<file path="src/rtl/mac_pkg.sv">
package mac_pkg;
  localparam int OPND_W = 16;
  localparam int PROD_W = 2 * OPND_W + 1;
  localparam int ACC_W  = 40;

  typedef enum logic [1:0] {
    OP_STORE = 2'b00,
    OP_ADD   = 2'b01,
    OP_SUB   = 2'b10,
    OP_RSVD  = 2'b11
  } mac_op_e;
endpackage

</file>
<file path="src/rtl/mac_mult.sv">
module mac_mult
  import mac_pkg::*;
#(
  parameter int W = OPND_W
) (
  input  logic [W-1:0]   a,
  input  logic [W-1:0]   b,
  input  logic           frac,
  output logic [2*W:0]   prod
);
  localparam int PW = 2 * W;
  logic [PW-1:0] raw;

  always_comb begin
    raw  = a * b;
    prod = frac ? {raw, 1'b0} : {1'b0, raw};
  end


  no_carry_plain_chk: assert final (frac || !prod[PW]);

  even_when_frac_chk: assert final (!frac || !prod[0]);
endmodule

</file>
<file path="src/rtl/mac_combine.sv">
module mac_combine
  import mac_pkg::*;
#(
  parameter int AW = ACC_W,
  parameter int PW = PROD_W
) (
  input  logic [1:0]    op,
  input  logic [AW-1:0] acc_in,
  input  logic [PW-1:0] prod,
  output logic [AW-1:0] acc_out
);
  logic [AW-1:0] prod_ext;

  always_comb begin
    prod_ext = AW'(prod);
    unique case (mac_op_e'(op))
      OP_STORE: acc_out = prod_ext;
      OP_ADD:   acc_out = acc_in + prod_ext;
      OP_SUB:   acc_out = acc_in - prod_ext;
      default:  acc_out = acc_in;
    endcase
  end
endmodule

</file>
<file path="src/rtl/mac_unit.sv">
module mac_unit
  import mac_pkg::*;
#(
  parameter int NUM_ACC = 2,
  parameter int DW      = OPND_W,
  parameter int AW      = ACC_W
) (
  input  logic                  clk,
  input  logic                  rst,
  input  logic                  op_valid,
  output logic                  op_ready,
  input  logic [1:0]            op_sel,
  input  logic                  acc_idx,
  input  logic [DW-1:0]         src_a,
  input  logic [DW-1:0]         src_b,
  input  logic                  frac_mode,
  input  logic                  ld_en,
  input  logic                  ld_idx,
  input  logic [AW-1:0]         ld_data,
  output logic [NUM_ACC*AW-1:0] acc_rd
);
  localparam int PW = 2 * DW + 1;

  logic          fire;
  logic [PW-1:0] prod;
  logic [AW-1:0] acc_sel;
  logic [AW-1:0] acc_next;
  logic [AW-1:0] acc_q [NUM_ACC];

  assign op_ready = !rst;
  assign fire     = op_valid && op_ready;
  assign acc_sel  = acc_q[int'(acc_idx)];

  mac_mult #(.W(DW)) u_mult (
    .a(src_a), .b(src_b), .frac(frac_mode), .prod(prod)
  );

  mac_combine #(.AW(AW), .PW(PW)) u_comb (
    .op(op_sel), .acc_in(acc_sel), .prod(prod), .acc_out(acc_next)
  );

  for (genvar i = 0; i < NUM_ACC; i++) begin : g_acc
    logic op_hit, ld_hit;
    assign op_hit = fire && (int'(acc_idx) == i);
    assign ld_hit = ld_en && (int'(ld_idx) == i);

    always_ff @(posedge clk) begin
      if (rst)         acc_q[i] <= '0;
      else if (op_hit) acc_q[i] <= acc_next;
      else if (ld_hit) acc_q[i] <= ld_data;
    end

    assign acc_rd[i*AW +: AW] = acc_q[i];


    hold_idle_chk: assert property (@(posedge clk) disable iff (rst)
      !(op_valid && (int'(acc_idx) == i)) && !(ld_en && (int'(ld_idx) == i))
      |=> $stable(acc_rd[i*AW +: AW]));

    reset_clear_chk: assert property (@(posedge clk)
      rst |=> (acc_rd[i*AW +: AW] == '0));

    store_zext_chk: assert property (@(posedge clk) disable iff (rst)
      op_valid && (int'(acc_idx) == i) && (op_sel == 2'b00)
      |=> (acc_rd[i*AW + PW +: AW-PW] == '0));

    rsvd_hold_chk: assert property (@(posedge clk) disable iff (rst)
      op_valid && (int'(acc_idx) == i) && (op_sel == 2'b11)
      |=> $stable(acc_rd[i*AW +: AW]));
  end
endmodule

</file>
<file path="config.mk">
export PLATFORM = sky130hd
export DESIGN_NAME = mac_unit
export DESIGN_NICKNAME = d
export VERILOG_FILES = /design/src/rtl/mac_pkg.sv /design/src/rtl/mac_mult.sv /design/src/rtl/mac_combine.sv /design/src/rtl/mac_unit.sv
export SDC_FILE = /design/constraint.sdc
export NUM_CORES = 1
export LEC_CHECK = 0
export BUFFER_PORTS_ARGS = -buffer_cell sky130_fd_sc_hd__clkbuf_2
export CAP_MARGIN = 10
export CORE_ASPECT_RATIO = 0.6
export CORE_MARGIN = 2
export CORE_UTILIZATION = 45
export CTS_CLUSTER_SIZE = 8
export DETAILED_ROUTE_END_ITERATION = 8
export HOLD_SLACK_MARGIN = 0.12
export PLACE_DENSITY_LB_ADDON = 0.3
export SYNTH_ARGS = -nofsm -noshare
export SYNTH_HDL_FRONTEND = slang
export SYNTH_SLANG_ARGS = --single-unit
</file>
<file path="constraint.sdc">
create_clock -name clk -period 27.9 [get_ports clk]
set_clock_uncertainty 0.2 [all_clocks]
set_input_delay 2.79 -clock clk [delete_from_list [all_inputs] [get_ports clk]]
set_output_delay 2.79 -clock clk [all_outputs]
set_load 0.005 [all_outputs]
</file>
==> results by group <==
Floorplanning
  • Chip width: about 260 µm
  • Die area: between 40000 and 50000 µm²
  • Core footprint: just under 40000 µm²
  • Row count: between 50 and 60
  • Initial core utilization: between 40% and 50%
  • Io pins: 162
  • Die Y: ~160 µm

Critical path
  • Setup CP Type: primary input to flop
  • Critical Path Sink Type: flop
  • Top delay family on crit path: adder cells
  • Top cell by count, worst path: fa_1
  • Slowest stage cell, crit path: a2111oi_1
  • Critical path startpoint: src_b[7]
  • Req. time, crit path: between 20 and 30 ns
  • Worst path max stage delay: 0.68 ns
  • Max FO, Critical Path: 16
  • Crit start category: primary input
  • Worst R2R Start: acc_q[1][1]
  • WP buf/inv: 6
  • Data arrival, critical path: between 10 and 15 ns

CTS
  • Clock Tree Buf Depth: 2
  • Post_cts resized: 0
  • Clk sink count: 80
  • Clock-pin slew on the worst setup and hold paths: approximately 0.060 ns
  • CTS root buf: clkbuf_16
  • Post-CTS Setup Inserts: 0
  • H-tree levels: 3
  • Cts hold-fix bufs: 0
  • Num CTS Buffers: 9
  • CTS tree: built
  • Clock Latency Late Sink: between 0.3 and 0.4 ns

Global route
  • First-pass GRT wire length: a little over 80 mm
  • Via count of the first global-routing pass: ~16000
  • Largest net degree at the start of global routing: 64
  • Antenna violations before repair: 1
  • Tot GR Track Use: around a quarter
  • Grt total ovfl: 0

Cells and area
  • Largest Register: acc_q
  • Layout cells sized above 1: around an eighth
  • Nets: around 2600
  • Largest regs: acc_q: 80 flops
  • Filler instances: between 3000 and 4000
  • Synth-to-Final Area Change: 8.072%
  • Commonest non-fill, non-tap cells in the layout: 284 x nand2_1, 256 x inv_1, 195 x fa_1
  • Largest register FFs: 80
  • Register area: roughly 2400 µm²
  • Most common library cell in the layout ignoring fill and taps: nand2_1
  • Multi-input gate area: between 10000 and 15000 µm²

STA
  • Final hold vios: 0
  • Unrepaired setup endpoints after global routing: no
  • Tmin final: ~13 ns
  • Max Slew Vio Count: 0
  • Period utilisation layout: roughly 45%
  • Final setup fails: 0
  • Max Clk Rate: between 70 and 80 MHz
  • Slew @ Worst Pin: about 1.2 ns
  • Slew HR: about a fifth
  • Total Neg Setup Slack: 0 ns

Route
  • DR iter-0 viols: 1524
  • Final wirelength: between 40 and 50 mm
  • Via count: ~16000
  • DRC: 0
  • Post-DR vias/cell: 5.850
  • Post-DR wirelength/cell: between 15 and 20 µm
  • Post-DRT Antenna Nets: 0
  • TritonRoute pass-1 iters: 6

Placement
  • PortBufs: around 160
  • Dpl hpwl: 40.18 mm
  • RePlAce Congestion: between 0.9 and 1

Synthesis
  • Syn_area_per_cell: 8.408 µm²
  • Cells after Synth: around 2100
  • Sequential area share after synthesis: 13.64%
  • Syn Nets: ~2500
  • Dominant cell type by area after synthesis: fa_1
  • Post-synth EDFFs: 80
  • Synth top area cells: fa_1 22%, edfxtp_1 14%, ha_1 10%
  • Predominant post-synthesis flop cell: edfxtp_1
  • Synthesized flop and latch total: 80
  • Post-synth top area share: approximately 22%
  • Synthesized cell area: approximately 18000 µm²
  • FFs w/ async S/R, synth: 0%
  • Yosys warns: 0
  • Distinct cells, synth: roughly 100

Flow run
  • Max Cap Violations: 0

Hold path
  • Worst hold path class: flop to flop
  • Critical hold path startpoint: acc_q[0][39]

Outcome
  • Status: completed
## worst paths after layout
| kind | cells past startpoint | slack [ns] | end |
|---|---|---|---|
| setup reg to reg | 14 | 22.84 | acc_q[1][29] |
| hold reg to reg | 2 | 0.45 | acc_q[0][39] |
| setup / recovery | 35 | 15.39 | acc_q[0][38] |
| hold / removal | 2 | 0.45 | acc_q[0][39] |
## cells in the mapped netlist (9+ instances only)
| master | number |
|---|---|
| o21ai_0 | 110 |
| fa_1 | 195 |
| nor2_1 | 107 |
| nand2b_1 | 13 |
| edfxtp_1 | 80 |
| ha_1 | 147 |
| o21a_1 | 10 |
| mux2_2 | 38 |
| a21oi_1 | 116 |
| nand3_1 | 36 |
| nand2_1 | 284 |
| and3_1 | 17 |
| nor2b_1 | 9 |
| xor2_1 | 27 |
| a221oi_1 | 11 |
| inv_1 | 256 |
| a31oi_1 | 22 |
| or3_1 | 10 |
| and2_1 | 125 |
| a22o_1 | 30 |
| nor3b_1 | 9 |
| xnor2_1 | 32 |
| a21o_1 | 44 |
| buf_6 | 11 |
| a211oi_1 | 15 |
| nor3_1 | 28 |
| mux2i_1 | 16 |
| clkbuf_1 | 86 |
| o21bai_1 | 13 |
## cells by family (layout without fill, tap and decap cells)
kind of cell	after synthesis	count (layout)	synth area share (%)
flip-flops	80	80	13.64
other	0	1	0
AND/OR/NAND/NOR	692	692	19.27
multiplexers	54	54	3.340
XOR/XNOR	59	59	2.935
adder cells (fa/ha/maj)	342	342	32.62
buffers and inverters	368	448	8.499
AO/OA/AOI/OAI	499	499	19.69
## area by class of cell
type / count / area share [%]
Multi-Input combinational cell: 1646 / 72.19
Sequential cell: 80 / 12.62
Inverter: 257 / 5.070
Timing Repair Buffer: 175 / 4.787
Tap cell: 522 / 3.432
Clock buffer: 9 / 1.184
Clock inverter: 7 / 0.7036
Antenna cell: 1 / 0.01315
## routing by layer
layer	share of wire (%)	GRT usage, %	vias up
met1	47	36.65	7802
met5	0	0	-
met3	7.7	4.138	55
li1	-	-	7344
met2	44	38.72	577
met4	1.4	4.652	0
## tightest hold or removal path: stages (launching register included)
cell	delay (ns)
edfxtp_1	0.37
a32oi_1	0.11
o21ai_1	0.06
## per-stage QoR
stage | area, µm² | hold WS [ns] | worst slack [ns] | std cells | util (%)
floorplan | 17610 | 0.4165 | 16.28 | 2094 | -
global placement | 18670 | 0.4303 | 15.20 | 2680 | 48.09
detailed placement | 18670 | 0.4356 | 15.13 | 2680 | 48.09
CTS | 19030 | 0.4501 | 15.46 | 2696 | 49.01
global route | 19030 | 0.5153 | 14.85 | 2697 | 49.02
finish | 19030 | 0.4544 | 15.39 | 2697 | 49.02
Power is not shown: default switching activity piles up to over one toggle a cycle in this logic, so the estimate is an artifact.
